--- src/rtl/hamming_pkg.sv ---
package hamming_pkg;

    // Geometry of the code
    localparam int DATA_W = 8;
    localparam int PAR_W  = 4;
    localparam int HAM_W  = DATA_W + PAR_W;     // positions covered by syndrome
    localparam int CODE_W = HAM_W + 1;          // plus overall parity
    localparam int POS_W  = $clog2(CODE_W + 1); // holds 0..CODE_W

    typedef logic [DATA_W-1:0] data_t;
    typedef logic [HAM_W-1:0]  ham_t;
    typedef logic [CODE_W-1:0] code_t;
    typedef logic [PAR_W-1:0]  syn_t;
    typedef logic [POS_W-1:0]  pos_t;

    typedef enum logic [1:0] {
        ERR_NONE    = 2'd0,
        ERR_SINGLE  = 2'd1,   // correctable, inside 1..HAM_W
        ERR_OVERALL = 2'd2,   // only the overall parity bit is wrong
        ERR_DOUBLE  = 2'd3    // uncorrectable
    } err_kind_e;

    typedef struct packed {
        syn_t syndrome;
        logic parity_fail;
    } chk_info_t;

    typedef struct packed {
        err_kind_e kind;
        pos_t      pos;
    } verdict_t;

    function automatic logic is_pow2(int p);
        return (p > 0) && ((p & (p - 1)) == 0);
    endfunction

    // Position (1-based) of data bit idx
    function automatic int data_pos(int idx);
        int seen;
        int found;
        seen  = 0;
        found = 0;
        for (int p = 1; p <= HAM_W; p++) begin
            if (!is_pow2(p)) begin
                if (seen == idx) found = p;
                seen++;
            end
        end
        return found;
    endfunction

    // Positions whose index has weight 2^k set
    function automatic ham_t group_mask(int k);
        ham_t m;
        m = '0;
        for (int p = 1; p <= HAM_W; p++) begin
            m[p-1] = ((p >> k) & 1) == 1;
        end
        return m;
    endfunction

    // Data bits scattered into their positions, check positions zero
    function automatic ham_t place(data_t d);
        ham_t w;
        w = '0;
        for (int i = 0; i < DATA_W; i++) begin
            w[data_pos(i)-1] = d[i];
        end
        return w;
    endfunction

    function automatic data_t extract(ham_t w);
        data_t d;
        for (int i = 0; i < DATA_W; i++) begin
            d[i] = w[data_pos(i)-1];
        end
        return d;
    endfunction

endpackage

--- src/rtl/ham_encoder.sv ---
module ham_encoder
    import hamming_pkg::*;
(
    input  data_t data_i,
    output code_t code_o
);
    ham_t placed;
    ham_t body;

    assign placed = place(data_i);

    generate
        for (genvar k = 0; k < PAR_W; k++) begin : g_check
            // placed is zero at every check position, so the group mask
            // can include the check bit itself
            assign body[(1 << k) - 1] = ^(placed & group_mask(k));
        end
        for (genvar i = 0; i < DATA_W; i++) begin : g_data
            assign body[data_pos(i) - 1] = data_i[i];
        end
    endgenerate

    assign code_o = {^body, body};

endmodule

--- src/rtl/ham_syndrome.sv ---
module ham_syndrome
    import hamming_pkg::*;
(
    input  code_t     code_i,
    output chk_info_t info_o
);
    syn_t syn;

    generate
        for (genvar k = 0; k < PAR_W; k++) begin : g_syn
            assign syn[k] = ^(code_i[HAM_W-1:0] & group_mask(k));
        end
    endgenerate

    assign info_o = {syn, ^code_i};

endmodule

--- src/rtl/ham_classify.sv ---
module ham_classify
    import hamming_pkg::*;
(
    input  chk_info_t info_i,
    output verdict_t  verdict_o
);
    localparam pos_t LAST_POS = pos_t'(HAM_W);
    localparam pos_t OVR_POS  = pos_t'(CODE_W);

    pos_t pointer;
    assign pointer = pos_t'(info_i.syndrome);

    always_comb begin
        verdict_o.kind = ERR_NONE;
        verdict_o.pos  = '0;
        if (info_i.syndrome == '0) begin
            if (info_i.parity_fail) begin
                verdict_o.kind = ERR_OVERALL;
                verdict_o.pos  = OVR_POS;
            end
        end else if (!info_i.parity_fail) begin
            verdict_o.kind = ERR_DOUBLE;
        end else if (pointer > LAST_POS) begin
            verdict_o.kind = ERR_DOUBLE;
        end else begin
            verdict_o.kind = ERR_SINGLE;
            verdict_o.pos  = pointer;
        end
    end

endmodule

--- src/rtl/ham_correct.sv ---
module ham_correct
    import hamming_pkg::*;
(
    input  ham_t     word_i,
    input  verdict_t verdict_i,
    output data_t    data_o
);
    ham_t flip;

    generate
        for (genvar p = 0; p < HAM_W; p++) begin : g_flip
            assign flip[p] = (verdict_i.kind == ERR_SINGLE) &&
                             (verdict_i.pos == pos_t'(p + 1));
        end
    endgenerate

    assign data_o = extract(word_i ^ flip);

endmodule

--- src/rtl/ham_secded_codec.sv ---
module ham_secded_codec
    import hamming_pkg::*;
(
    input  logic [DATA_W-1:0] enc_data_i,
    output logic [CODE_W-1:0] enc_code_o,
    input  logic [CODE_W-1:0] chk_code_i,
    output logic [PAR_W-1:0]  chk_syndrome_o,
    output logic [DATA_W-1:0] chk_data_o,
    output logic              chk_single_o,
    output logic [POS_W-1:0]  chk_err_pos_o,
    output logic              chk_double_o
);
    chk_info_t info;
    verdict_t  verdict;

    ham_encoder u_enc (
        .data_i (enc_data_i),
        .code_o (enc_code_o)
    );

    ham_syndrome u_syn (
        .code_i (chk_code_i),
        .info_o (info)
    );

    ham_classify u_cls (
        .info_i    (info),
        .verdict_o (verdict)
    );

    ham_correct u_cor (
        .word_i    (chk_code_i[HAM_W-1:0]),
        .verdict_i (verdict),
        .data_o    (chk_data_o)
    );

    assign chk_syndrome_o = info.syndrome;
    assign chk_single_o   = (verdict.kind == ERR_SINGLE) || (verdict.kind == ERR_OVERALL);
    assign chk_double_o   = (verdict.kind == ERR_DOUBLE);
    assign chk_err_pos_o  = verdict.pos;

endmodule

--- config.mk ---
export PLATFORM = sky130hd
export DESIGN_NAME = ham_secded_codec
export DESIGN_NICKNAME = d
export VERILOG_FILES = /design/src/rtl/hamming_pkg.sv /design/src/rtl/ham_encoder.sv /design/src/rtl/ham_syndrome.sv /design/src/rtl/ham_classify.sv /design/src/rtl/ham_correct.sv /design/src/rtl/ham_secded_codec.sv
export SDC_FILE = /design/constraint.sdc
export NUM_CORES = 1
export LEC_CHECK = 0
export BUFFER_PORTS_ARGS = -buffer_cell sky130_fd_sc_hd__buf_2
export CAP_MARGIN = 20
export CELL_PAD_IN_SITES_DETAIL_PLACEMENT = 1
export CELL_PAD_IN_SITES_GLOBAL_PLACEMENT = 1
export CORE_MARGIN = 5
export CORE_UTILIZATION = 28
export DETAILED_ROUTE_END_ITERATION = 10
export MAX_ROUTING_LAYER = met4
export PLACE_DENSITY_LB_ADDON = 0.1
export SLEW_MARGIN = 20
export SYNTH_ARGS = -nofsm -noshare
export SYNTH_HDL_FRONTEND = slang
export SYNTH_SLANG_ARGS = --single-unit
--- constraint.sdc ---
create_clock -name vclk -period 2
set_input_delay 0.4 -clock vclk [all_inputs]
set_output_delay 0.4 -clock vclk [all_outputs]
set_load 0.02 [all_outputs]
==> flow_summary.json, run 1 <==
{
  "outcome": "did not finish",
  "lastStage": "global routing (5_1_grt)",
  "error_line": "[ERROR DPL-0033] detailed placement checks failed during check placement.",
  "ys_types": 31,
  "gp_congestion": 0.8449,
  "worst_endpoint": "chk_double_o",
  "syn_area_um2": 828.3,
  "yosys.area.top_type": "xnor2_1",
  "syn_nets": 130,
  "fp-row-count": 19,
  "grt_start_max_net_pins": 9,
  "hpwl_um": 2714,
  "syn_avg_cell_area_um2": 7.599,
  "placed_cell_area_um2": 1440,
  "antenna_found_initial": 0,
  "io_pins": 52,
  "synth_most_common_cell": "xnor2_1",
  "die_w_um": 64.39,
  "start_util": 0.2953,
  "synth_top_area_frac": 0.2432,
  "seq_area_frac_synth": 0,
  "yosys_warnings": 0,
  "synth_commonest_cells": "xnor2_1, nand3_1, buf_4, xor2_1, nand2_1",
  "worst-ep-kind": "primary output",
  "syn_inst": 109,
  "placed_cells": 210,
  "portBuffers": 52,
  "die_y_um": 64.39,
  "postCtsHoldBufs": 0,
  "yosys-top-cells-area": "xnor2_1, xor2_1, buf_4"
}
## stage by stage
stage | worst slack (ns) | utilization
global placement | -0.4746 | 0.5134
detailed placement | -0.5353 | 0.5134
CTS | -0.4095 | 0.6842
floorplan | -0.2179 | -
## cell families after synthesis
logic type      count (synthesis)  share of synthesized area
compound gates                 19                     0.1495
xor+xnor                       36                     0.4698
buf+inv                        18                     0.1238
mux                             6                    0.07855
simple gates                   30                     0.1782
## what timing repair did
action,CTS
hold endpoints to repair,0
resized for setup,101
endpoints found under the setup margin,18
gates cloned,1
setup buffers,11
pin swaps,19
==> inputs of run 2 (changes only) <==
--- a/config.mk
+++ b/config.mk
@@ -7,13 +7,10 @@
 export LEC_CHECK = 0
 export BUFFER_PORTS_ARGS = -buffer_cell sky130_fd_sc_hd__buf_2
 export CAP_MARGIN = 20
-export CELL_PAD_IN_SITES_DETAIL_PLACEMENT = 1
-export CELL_PAD_IN_SITES_GLOBAL_PLACEMENT = 1
-export CORE_MARGIN = 5
-export CORE_UTILIZATION = 28
+export CORE_AREA = 5 5 66 68
 export DETAILED_ROUTE_END_ITERATION = 10
-export MAX_ROUTING_LAYER = met4
-export PLACE_DENSITY_LB_ADDON = 0.1
+export DIE_AREA = 0 0 71 73
+export PLACE_DENSITY_LB_ADDON = 0.15
 export SLEW_MARGIN = 20
 export SYNTH_ARGS = -nofsm -noshare
 export SYNTH_HDL_FRONTEND = slang
==> constraint.sdc (replaced) <==
create_clock -name vclk -period 2.6
set_input_delay 0.52 -clock vclk [all_inputs]
set_output_delay 0.52 -clock vclk [all_outputs]
set_load 0.02 [all_outputs]
==> run 2 against run 1 <==
Against the previous run:
- the flow now finishes, with violations (negative setup slack)
- synthesized cell count is the same
- area after synthesis is the same
==> flow_summary.json, run 2 <==
{
  "outcome": "finished, violations left",
  "dieArea_um2": 5183,
  "areaGrowthSynthToFinish_pct": 103.3,
  "pre_cts_ws_ns": -0.1789,
  "power_density_nw_per_um2": 589.1,
  "yosys_warnings": 0,
  "syn_avg_cell_area_um2": 7.599,
  "drive_gt1_frac": 0.7111,
  "vias": 995,
  "start_util": 0.2180,
  "num_antenna_cells": 0,
  "final_common_cell": "buf_4",
  "seq_area_frac_synth": 0,
  "register_area_um2": 0,
  "syn_inst": 109,
  "syn_nets": 130,
  "setup_tns_ns": -0.1348,
  "nFlopsAndLatches": 0,
  "fin_ws_ns": -0.04778,
  "setup_viol": 7,
  "synth_top_area_frac": 0.2432,
  "grt_start_max_net_pins": 11,
  "yosys.area.top_type": "xnor2_1",
  "placed_cells": 223,
  "avgRoutedWirePerCell_um": 12.40,
  "synth_most_common_cell": "xnor2_1",
  "timing.critical_path.cells": "buf_8, xnor2_4, xor3_2, mux2i_4, nand3_2, xnor2_2, buf_4",
  "io_pins": 52,
  "ant_nets": 0,
  "core_area_um2": 3799,
  "gp_congestion": 0.7747,
  "gr-total-overflow": 0,
  "max_slew_margin": 0.7289,
  "antenna_found_initial": 0,
  "hpwl_um": 2188,
  "crit_type": "in -> out",
  "worstMarginPinSlew_ns": 0.4038,
  "start_kind": "primary input",
  "clockBufferCount": 0,
  "routed_via_density": 4.326,
  "wl_um": 2853,
  "syn_area_um2": 828.3,
  "die_y_um": 73,
  "crit_arrival_ns": 2.13,
  "die_w_um": 71,
  "leakage_nw": 0.8023,
  "synth_commonest_cells": "xnor2_1, nand3_1, buf_4, xor2_1, nand2_1",
  "portBuffers": 52,
  "finalNonFillerCells": 230,
  "min_path_type": "in -> out",
  "finalCritPeriodShare": 1.018,
  "ir_drop_mv": 0.2048,
  "critPathCaptureType": "output pin",
  "finalCriticalPeriod_ns": 2.648,
  "fp-row-count": 23,
  "path_delay_family": "XOR/XNOR gates",
  "slew_viol_final": 0,
  "max-cap-violations": 0,
  "drt_first_iter_violations": 14,
  "cp.required_ns": 2.08,
  "grt_pass1_vias": 997,
  "grt_pass1_wl_um": 4491,
  "grt_setup_unrepaired": "yes",
  "crit_path_top_delay_cell": "xor3_2",
  "total_power_mw": 0.9921,
  "first_pass_iters": 3,
  "fin_nets": 203,
  "critPathMaxStageDelay_ns": 0.52,
  "final_util": 0.4433,
  "violations": "negative setup slack",
  "drc": 0,
  "cp_max_fo": 5,
  "hold_viol_final": 0,
  "ys_types": 31,
  "yosys-top-cells-area": "xnor2_1, xor2_1, buf_4",
  "layout_common_cells": "buf_4, buf_2, xnor2_1",
  "crit_buf_inv": 2,
  "fmax_mhz": 377.7,
  "grt_usage": 0.1019
}
[run 2: cell counts after synthesis]
No cell type changed its count.
[run 2: path summary, 6_finish.rpt]
path / start / to / cells past startpoint
max: chk_code_i[2] / chk_data_o[6] / 7
min: enc_data_i[2] / enc_code_o[5] / 2
[run 2: what timing repair did]
action                                  CTS  global route
buffers inserted                          6             1
gates resized for setup                  35            46
cloned                                    1             0
hold buffers                              0             0
endpoints found under the setup margin   14            14
pin swaps                                14            16
[run 2: final cells by class]
| class | instances | area [um2] |
|---|---|---|
| Inverter | 4 | 15.01 |
| Fill cell | 388 | 2115 |
| Multi-Input combinational cell | 92 | 1017 |
| Tap cell | 50 | 62.56 |
| Timing Repair Buffer | 84 | 589.3 |
[run 2: cells by family (layout without fill, tap and decap cells)]
| kind of cell | Yosys count | count (layout) | synth area share |
|---|---|---|---|
| buf+inv | 18 | 88 | 0.1238 |
| xor+xnor | 36 | 37 | 0.4698 |
| compound gates | 19 | 19 | 0.1495 |
| simple gates | 30 | 30 | 0.1782 |
| mux | 6 | 6 | 0.07855 |
[run 2: where the power goes]
group          switching (mW)  internal [mW]
combinational           0.509          0.484
clock                       0              0
sequential                  0              0
total                   0.509          0.484
[run 2: layer usage]
metal  global-route usage  share of wire
met1               0.1223           0.38
met2               0.1977           0.56
met3              0.01515          0.058
met4             0.008351              0
met5                    0              0
[run 2: through the flow]
step	hold WS, ns	cell area [um2]
after detailed placement	1.287	1271
after CTS	1.288	1476
final	1.286	1684
after global routing	1.306	1684
after global placement	1.288	1271
after floorplan	1.153	842.1
Note: power is estimated with default switching activity, not from simulation.
